--- config.mk ---
export PLATFORM = sky130hd
export DESIGN_NAME = flagcond_unit
export DESIGN_NICKNAME = d
export VERILOG_FILES = /design/src/rtl/flagcond_pkg.sv /design/src/rtl/flagcond_alu.sv /design/src/rtl/flagcond_cond.sv /design/src/rtl/flagcond_unit.sv
export SDC_FILE = /design/constraint.sdc
export NUM_CORES = 1
export LEC_CHECK = 0
export BUFFER_PORTS_ARGS = -buffer_cell sky130_fd_sc_hd__buf_2
export CAP_MARGIN = 20
export CORE_MARGIN = 2
export CORE_UTILIZATION = 52
export CTS_CLUSTER_SIZE = 24
export DETAILED_ROUTE_END_ITERATION = 6
export PLACE_DENSITY = 0.82
export SETUP_SLACK_MARGIN = 0.5
export SYNTH_ARGS = -nofsm -noshare
export SYNTH_HDL_FRONTEND = slang
export SYNTH_SLANG_ARGS = --single-unit
--- constraint.sdc ---
create_clock -name clk -period 5.1 [get_ports clk]
set_input_delay 0.765 -clock clk [delete_from_list [all_inputs] [get_ports clk]]
set_output_delay 0.765 -clock clk [all_outputs]
set_load 0.1 [all_outputs]
--- src/rtl/flagcond_pkg.sv ---
package flagcond_pkg;

    localparam int FLAGS_W     = 32;
    localparam int FLAG_CF     = 0;
    localparam int FLAG_PF     = 2;
    localparam int FLAG_AF     = 4;
    localparam int FLAG_ZF     = 6;
    localparam int FLAG_SF     = 7;
    localparam int FLAG_OF     = 11;
    localparam logic [FLAGS_W-1:0] FLAGS_FIXED  = 32'h0000_0002;
    localparam logic [FLAGS_W-1:0] STATUS_MASK  = 32'h0000_08D5;

    typedef enum logic [1:0] {
        OP_ADD = 2'd0,
        OP_SUB = 2'd1,
        OP_CMP = 2'd2,
        OP_INC = 2'd3
    } op_e;

    typedef enum logic [2:0] {
        CC_EQ = 3'd0,
        CC_NE = 3'd1,
        CC_B  = 3'd2,
        CC_L  = 3'd3,
        CC_GE = 3'd4,
        CC_LE = 3'd5,
        CC_G  = 3'd6,
        CC_AE = 3'd7
    } cond_e;

    typedef struct packed {
        logic cf;
        logic pf;
        logic af;
        logic zf;
        logic sf;
        logic of;
    } status_t;

endpackage

--- src/rtl/flagcond_alu.sv ---
module flagcond_alu
    import flagcond_pkg::*;
#(
    parameter int WIDTH = 32
) (
    input  logic [1:0]       op_sel_i,
    input  logic [WIDTH-1:0] opa_i,
    input  logic [WIDTH-1:0] opb_i,
    output logic [WIDTH-1:0] res_o,
    output status_t          stat_o
);
    localparam int MSB = WIDTH - 1;

    logic             is_sub;
    logic [WIDTH-1:0] opnd_b;
    logic [WIDTH-1:0] b_eff;
    logic [WIDTH:0]   sum;

    always_comb begin
        is_sub = (op_sel_i == OP_SUB) || (op_sel_i == OP_CMP);
        opnd_b = (op_sel_i == OP_INC) ? WIDTH'(1) : opb_i;
        b_eff  = is_sub ? ~opnd_b : opnd_b;
        sum    = {1'b0, opa_i} + {1'b0, b_eff} + {{WIDTH{1'b0}}, is_sub};
        res_o  = sum[MSB:0];

        stat_o.cf = is_sub ? ~sum[WIDTH] : sum[WIDTH];
        stat_o.of = (opa_i[MSB] == b_eff[MSB]) && (sum[MSB] != opa_i[MSB]);
        stat_o.af = opa_i[4] ^ opnd_b[4] ^ sum[4];
        stat_o.pf = ~^sum[7:0];
        stat_o.zf = (sum[MSB:0] == '0);
        stat_o.sf = sum[MSB];
    end
endmodule

--- src/rtl/flagcond_cond.sv ---
module flagcond_cond
    import flagcond_pkg::*;
(
    input  logic [FLAGS_W-1:0] flags_i,
    input  logic [2:0]         cond_sel_i,
    output logic               met_o
);
    logic lt;

    always_comb begin
        lt = flags_i[FLAG_SF] ^ flags_i[FLAG_OF];
        unique case (cond_sel_i)
            CC_EQ:   met_o =  flags_i[FLAG_ZF];
            CC_NE:   met_o = ~flags_i[FLAG_ZF];
            CC_B:    met_o =  flags_i[FLAG_CF];
            CC_L:    met_o =  lt;
            CC_GE:   met_o = ~lt;
            CC_LE:   met_o =  flags_i[FLAG_ZF] | lt;
            CC_G:    met_o = ~flags_i[FLAG_ZF] & ~lt;
            default: met_o = ~flags_i[FLAG_CF];
        endcase
    end
endmodule

--- src/rtl/flagcond_unit.sv ---
module flagcond_unit
    import flagcond_pkg::*;
#(
    parameter int WIDTH = 32
) (
    input  logic               clk,
    input  logic               rst_n,
    input  logic               op_valid_i,
    input  logic [1:0]         op_sel_i,
    input  logic [WIDTH-1:0]   opa_i,
    input  logic [WIDTH-1:0]   opb_i,
    input  logic [2:0]         cond_sel_i,
    output logic [WIDTH-1:0]   result_o,
    output logic               wr_en_o,
    output logic [FLAGS_W-1:0] flags_o,
    output logic               cond_met_o
);
    typedef struct packed {
        logic [WIDTH-1:0]   result;
        logic               wr_en;
        logic [FLAGS_W-1:0] flags;
    } state_t;

    state_t           state_d, state_q;
    logic [WIDTH-1:0] alu_res;
    status_t          alu_stat;

    flagcond_alu #(.WIDTH(WIDTH)) u_alu (
        .op_sel_i (op_sel_i),
        .opa_i    (opa_i),
        .opb_i    (opb_i),
        .res_o    (alu_res),
        .stat_o   (alu_stat)
    );

    always_comb begin
        state_d       = state_q;
        state_d.wr_en = 1'b0;
        if (op_valid_i) begin
            state_d.flags          = FLAGS_FIXED;
            state_d.flags[FLAG_CF] = (op_sel_i == OP_INC) ? state_q.flags[FLAG_CF]
                                                          : alu_stat.cf;
            state_d.flags[FLAG_PF] = alu_stat.pf;
            state_d.flags[FLAG_AF] = alu_stat.af;
            state_d.flags[FLAG_ZF] = alu_stat.zf;
            state_d.flags[FLAG_SF] = alu_stat.sf;
            state_d.flags[FLAG_OF] = alu_stat.of;
            if (op_sel_i != OP_CMP) begin
                state_d.result = alu_res;
                state_d.wr_en  = 1'b1;
            end
        end
    end

    always_ff @(posedge clk) begin
        if (!rst_n) begin
            state_q.result <= '0;
            state_q.wr_en  <= 1'b0;
            state_q.flags  <= FLAGS_FIXED;
        end else begin
            state_q <= state_d;
        end
    end

    flagcond_cond u_cond (
        .flags_i    (state_q.flags),
        .cond_sel_i (cond_sel_i),
        .met_o      (cond_met_o)
    );

    assign result_o = state_q.result;
    assign wr_en_o  = state_q.wr_en;
    assign flags_o  = state_q.flags;
endmodule

# Yosys cells after proc, flatten, opt, wreduce, memory -nomap -nowiden
# Cells that the tools add are included.
[classes]
addsub = 2
n_eq_ne = 12
n_mux = 5
bitwise = 11
reduce_logical = 8
[ops]
columns = ["op", "n"]
rows = [
  ["32-bit 2-to-1 mux", 2],
  ["32-bit by 32-bit adder with 33-bit output", 1],
  ["33-bit by 1-bit adder with 33-bit output", 1],
  ["32-bit logical NOT", 1],
  ["32-bit NOT", 1],
  ["3-bit equality test (second input constant)", 3],
  ["8-bit XNOR reduction", 1],
  ["1-bit case mux with 7 select lines", 1],
  ["3-bit by 2-bit equality test with 1-bit output (second input constant)", 2],
  ["2-bit AND reduction", 3],
  ["1-bit NOT", 5],
  ["2-bit equality test (second input constant)", 2],
  ["3-bit by 1-bit equality test with 1-bit output (second input constant)", 1],
  ["3-bit logical NOT", 1],
  ["1-bit bitwise XOR", 3],
  ["2-bit by 1-bit equality test with 1-bit output (second input constant)", 1],
  ["1-bit 2-to-1 mux", 2],
  ["2-bit inequality test (second input constant)", 1],
  ["1-bit bitwise AND", 1],
  ["1-bit equality test", 1],
  ["1-bit logical AND", 1],
  ["1-bit logical OR", 1],
  ["1-bit inequality test", 1],
  ["1-bit OR", 1],
]
[totals]
ff_bits = 39
in_bits = 72
output_inout_bits = 66

# Logic depth before layout (Yosys ltp)
[depth]
depth_word = 8
ltp_mapped = 20

# Cells and area by module
# A second synthesis with hierarchy kept.
[unflattened]
cells_unflattened = 560
hier_area_um2 = 4396.7
[modules_own_cells]
columns = ["module", "instances", "cells_each", "area_each_um2"]
rows = [
  ["flagcond_alu", 1, 353, 2499.9],
  ["flagcond_unit", 1, 193, 1795.5],
  ["flagcond_cond", 1, 14, 101.3],
]

# Least setup slack after synthesis
# OpenSTA, ideal clock, no wires.
[synth_path]
kind = "input port to flip-flop"
from = "input op_sel_i[0]"
to = "register state_q (netlist bit flags_o[6])"
setup_time_ns = 0.070
arrival_time_ns = 4.524
setup_slack_ns = 0.506
cell_stages = 20
n_path_buf = 2
path_cell_list = "inv_1 ha_1 clkbuf_1 clkbuf_1 xnor2_1 ha_1 nor4b_1 or3_1 o21a_1 a31oi_1 xor2_1 ha_1 nand4_1 nor2_1 o2111ai_1 a2111oi_4 nand4_1 nor4_2 nand4_1 o21ai_1"
[synth_via]
elab_chain_cells = 7
[synth_rtl]
columns = ["item", "line_no", "text"]
rows = [
  ["start, declared", "flagcond_unit.sv:9", "input logic [1:0] op_sel_i,"],
  ["2-bit equality test", "flagcond_alu.sv:21", "opnd_b = (op_sel_i == OP_INC) ? WIDTH'(1) : opb_i;"],
  ["32-bit 2-to-1 mux", "flagcond_alu.sv:21", ""],
  ["32-bit NOT", "flagcond_alu.sv:22", "b_eff = is_sub ? ~opnd_b : opnd_b;"],
  ["32-bit 2-to-1 mux", "flagcond_alu.sv:22", ""],
  ["32-bit by 32-bit adder with 33-bit output", "flagcond_alu.sv:23", "sum = {1'b0, opa_i} + {1'b0, b_eff} + {{WIDTH{1'b0}}, is_sub};"],
  ["33-bit by 1-bit adder with 33-bit output (*)", "flagcond_alu.sv:23", ""],
  ["32-bit logical NOT (*)", "flagcond_alu.sv:30", "stat_o.zf = (sum[MSB:0] == '0);"],
  ["end signal, assigned", "flagcond_unit.sv:61", "state_q <= state_d;"],
  ["end, declared", "flagcond_unit.sv:24", "state_t state_d, state_q;"],
]
# Every way passes the cells marked *; elsewhere a longest branch is shown, timed or not.
# A chain may end at the register's enable or synchronous reset.

# Final worst setup path
[layout_path]
from = "input op_sel_i[1]"
to = "register state_q (netlist bit flags_o[0])"
[layout_via]
elab_chain_cells = 8
[layout_rtl]
columns = ["item", "line_no", "text"]
rows = [
  ["2-bit equality test", "flagcond_alu.sv:21, flagcond_unit.sv:41", ""],
  ["32-bit 2-to-1 mux", "flagcond_alu.sv:21", ""],
  ["32-bit NOT", "flagcond_alu.sv:22", ""],
  ["32-bit 2-to-1 mux", "flagcond_alu.sv:22", ""],
  ["32-bit by 32-bit adder with 33-bit output", "flagcond_alu.sv:23", ""],
  ["33-bit by 1-bit adder with 33-bit output", "flagcond_alu.sv:23", ""],
  ["1-bit NOT", "flagcond_alu.sv:26", "stat_o.cf = is_sub ? ~sum[WIDTH] : sum[WIDTH];"],
  ["1-bit 2-to-1 mux", "flagcond_alu.sv:26", ""],
]
# Parallel ways exist; a longest one is shown, timed or not.

==> run_results.csv <==
group,metric,value,unit
setup_path,critPathLaunchType,"input pin",
setup_path,cpPeakStageDelay,0.46,ns
clock_network,insertion_delay,0.29,ns
setup_path,r2r_cells,2,
layout,drive_gt1_share,23.3,%
sta,slew-limit-headroom,59.4,%
yosys,synth.top_cell.area_share,18.8,%
worst_hold_path,hold_path.class,"reg -> reg",
setup_path,slowest_stage,"nor4_2",
power,p_int,0.913,mW
worst_hold_path,hold_start,"result_o[17]",
sta,post-route-period-util,86.2,%
drt,route.detailed.drc,0,
layout,multi_input_area,3140,um2
yosys,synth_cell_types,68,
clock_network,clkSinkCount,39,
floorplan,initial_utilization,53.6,%
global_route,grt_pass1_vias,3819,
setup_path,arrival,4.58,ns
global_route,antenna_found_initial,0,
setup_path,crit_chain,"buf_2 > ha_1 > buf_4 > nor2b_1 > xnor2_1 > ha_1 > and2_2 > and4_1 > nand3_1 > nor4_2 > o2111ai_1 > a41oi_2 > o221ai_1 > o31a_1 > o211a_1",
floorplan,rows,32,
yosys,ys_seq_area_share,18.8,%
placement,dp_hpwl,9.07,mm
setup_path,worstSetupPathType,"in -> reg",
setup_path,timing.rr.start,"result_o[30]",
sta,hold_viol,0,
power,p_sw_share,54.9,%
drt,drtIter0Drc,245,
power,p_comb_share,67.8,%
drt,vias_per_cell,5.68,
clock_network,cts_htree_levels,2,
power,switching_power,1.11,mW
placement,place_congestion,0.890,
layout,finish.instance_area,4820,um2
drt,post_drt_wl_per_cell,15.0,um
yosys,yosysWarnings,0,
floorplan,pin_count,138,
setup_path,cp_common_cell,"ha_1",
clock_network,cts_buffer_depth,2,
floorplan,core_area,7730,um2
power,p_clk_share,13.3,%
layout,num-fill-cells,720,
sta,rsz0062_at_grt,"true",
power,ir_worst_vdd,185,uV
outcome,outcome,"finished, final reports clean",
layout,final_cells,729,
sta,fin_setup_tns,0,ns
clock_network,cts.clk_slew.worst_paths,0.08,ns
setup_path,critical-path-top-delay-family,"compound AO/OA/AOI/OAI gates",
sta,tightest_slew,0.609,ns
setup_path,startpoint,"op_sel_i[1]",
worst_hold_path,hold_depth,2,
drt,vias,4141,
setup_path,critPathRequiredTime,5.28,ns
yosys,ys_ff_latch,39,
setup_path,endpoint_kind,"register",
clock_network,cts_buffers,5,
yosys,syn_area_per_cell,7.90,um2
layout,final_cell_mix,"buf_2 (111), nand2_1 (51), xnor2_1 (43)",
yosys,synth_area,4150,um2
power,power.share.sequential,18.9,%
floorplan,die_area,8700,um2
global_route,grt_use_total,25.2,%
sta,fmax,227,MHz
yosys,synthCells,525,
yosys,synth-edff-count,0,
setup_path,critPathMaxFanout,18,
yosys,synth_ff_type,"dfxtp_1",
global_route,grt_max_degree,23,
global_route,overflow,0,
setup_path,worstReg2RegEnd,"result_o[30]",
yosys,synth.top_cells.by_area,"dfxtp_1 (19%), ha_1 (12%), xnor2_1 (9.1%)",
setup_path,worst-path-buf-inv,2,
yosys,synth-async-reset-ratio,0,%
floorplan,dieWidth,93.3,um
worst_hold_path,holdPathEnd,"result_o[17]",
sta,finalSetupViolCount,0,
global_route,grt_pass1_wl,18.0,mm
drt,drt-pass1-iter-count,5,
clock_network,holdBufCountCts,0,
drt,ant_nets,0,
run,drv_cap,0,
layout,seq_area,781,um2
setup_path,r2r_setup_slack,4.36,ns
sta,slew_violations,0,
yosys,yosys.area.top_type,"dfxtp_1",
power,leakagePower,2.23,nW
power,p_per_area,420,nW/um2
layout,antenna_cells,0,
placement,placedCellCount,721,
layout,area_growth,16.3,%
sta,finalCriticalPeriod,4.40,ns
clock_network,root_buffer,"clkbuf_8",
clock_network,cts_tree,"yes",
placement,io_buffers,111,
drt,routed_wirelength,11.0,mm
floorplan,die_y,93.3,um
layout,final_common_cell,"buf_2",
layout,nNetsFinal,738,
sta,skew,0,ns
placement,place_area,4690,um2
==> what timing repair did <==
action                     in CTS  in global routing
gates resized for setup         0                  2
setup endpoints to repair       0                  2
hold endpoints to repair        0                  0
buffers inserted                0                  0
==> how the worst max path moves through the flow <==
| stage | end | slack, ns | cells past startpoint |
|---|---|---|---|
| 2_1_floorplan | flags_o[6] | 0.51 | 20 |
| 3_3_place_gp | flags_o[0] | 0.50 | 14 |
| 3_5_place_dp | flags_o[0] | 0.39 | 15 |
| 4_1_cts | flags_o[0] | 0.67 | 15 |
| 5_1_grt | flags_o[0] | 0.42 | 15 |
| 6_report | flags_o[0] | 0.70 | 15 |
==> Yosys cell counts, types with 11 or more instances <==
cell	instances
nand2_1	51
xnor2_1	43
o21ai_0	41
dfxtp_1	39
ha_1	39
nor2b_1	33
a21oi_1	31
buf_4	28
nor2_1	18
clkbuf_1	15
inv_1	13
nor3_1	13
xor2_1	13
a21o_1	11
==> cell type report <==
| type | count | share of cell area, % |
|---|---|---|
| Clock buffer | 6 | 1.71 |
| Sequential cell | 39 | 16.2 |
| Multi-Input combinational cell | 450 | 65.1 |
| Tap cell | 102 | 2.65 |
| Inverter | 13 | 1.01 |
| Clock inverter | 2 | 0.727 |
| Timing Repair Buffer | 117 | 12.6 |
==> flip-flops by register name, summed over array words and instances (netlist names) <==
signal / cells
result_o: 32
flags_o: 6
wr_en_o: 1
==> power groups by stage <==
stage	Combinational (mW)	Sequential [mW]	Clock (mW)
global placement	1.34	0.388	0
CTS	1.36	0.383	0.271
finish	1.37	0.383	0.268
detailed placement	1.36	0.390	0
global route	1.47	0.389	0.286
floorplan	0.776	0.729	0
==> metrics by stage <==
| stage | total power, mW | setup WS (ns) | utilization [%] | hold WS, ns |
|---|---|---|---|---|
| 2_1_floorplan | 1.51 | 0.506 | - | 0.882 |
| 3_3_place_gp | 1.73 | 0.503 | 60.5 | 0.433 |
| 3_5_place_dp | 1.75 | 0.394 | 60.7 | 0.445 |
| 4_1_cts | 2.02 | 0.668 | 62.3 | 0.463 |
| 5_1_grt | 2.15 | 0.424 | 62.4 | 0.481 |
| 6_report | 2.02 | 0.702 | 62.4 | 0.459 |
==> kinds of logic after synthesis <==
kind of cell	after synthesis	synth area share [%]
multiplexers	6	1.51
AND/OR/NAND/NOR	168	21.2
flip-flops	39	18.8
adder cells (fa/ha/maj)	40	12.3
XOR/XNOR	56	11.8
other	2	0.181
AO/OA/AOI/OAI	154	26.1
buffers and inverters	60	8.00
==> tightest hold or removal path, delay by kind of cell, from the launching register on <==
kind,cells,cell delay (ns)
flip-flops,1,0.33
AO/OA/AOI/OAI,1,0.05
AND/OR/NAND/NOR,1,0.04
==> routing by layer <==
| metal | wire (um) | share of wire (%) | vias to the layer above | GRT usage [%] |
|---|---|---|---|---|
| li1 | - | - | 2055 | - |
| met1 | 4970 | 45 | 1923 | 33.8 |
| met2 | 5090 | 46 | 150 | 42.9 |
| met3 | 738 | 6.7 | 13 | 2.66 |
| met4 | 154 | 1.4 | 0 | 7.11 |
| met5 | 0 | 0 | - | 0 |
(Power assumes the default switching activity.)
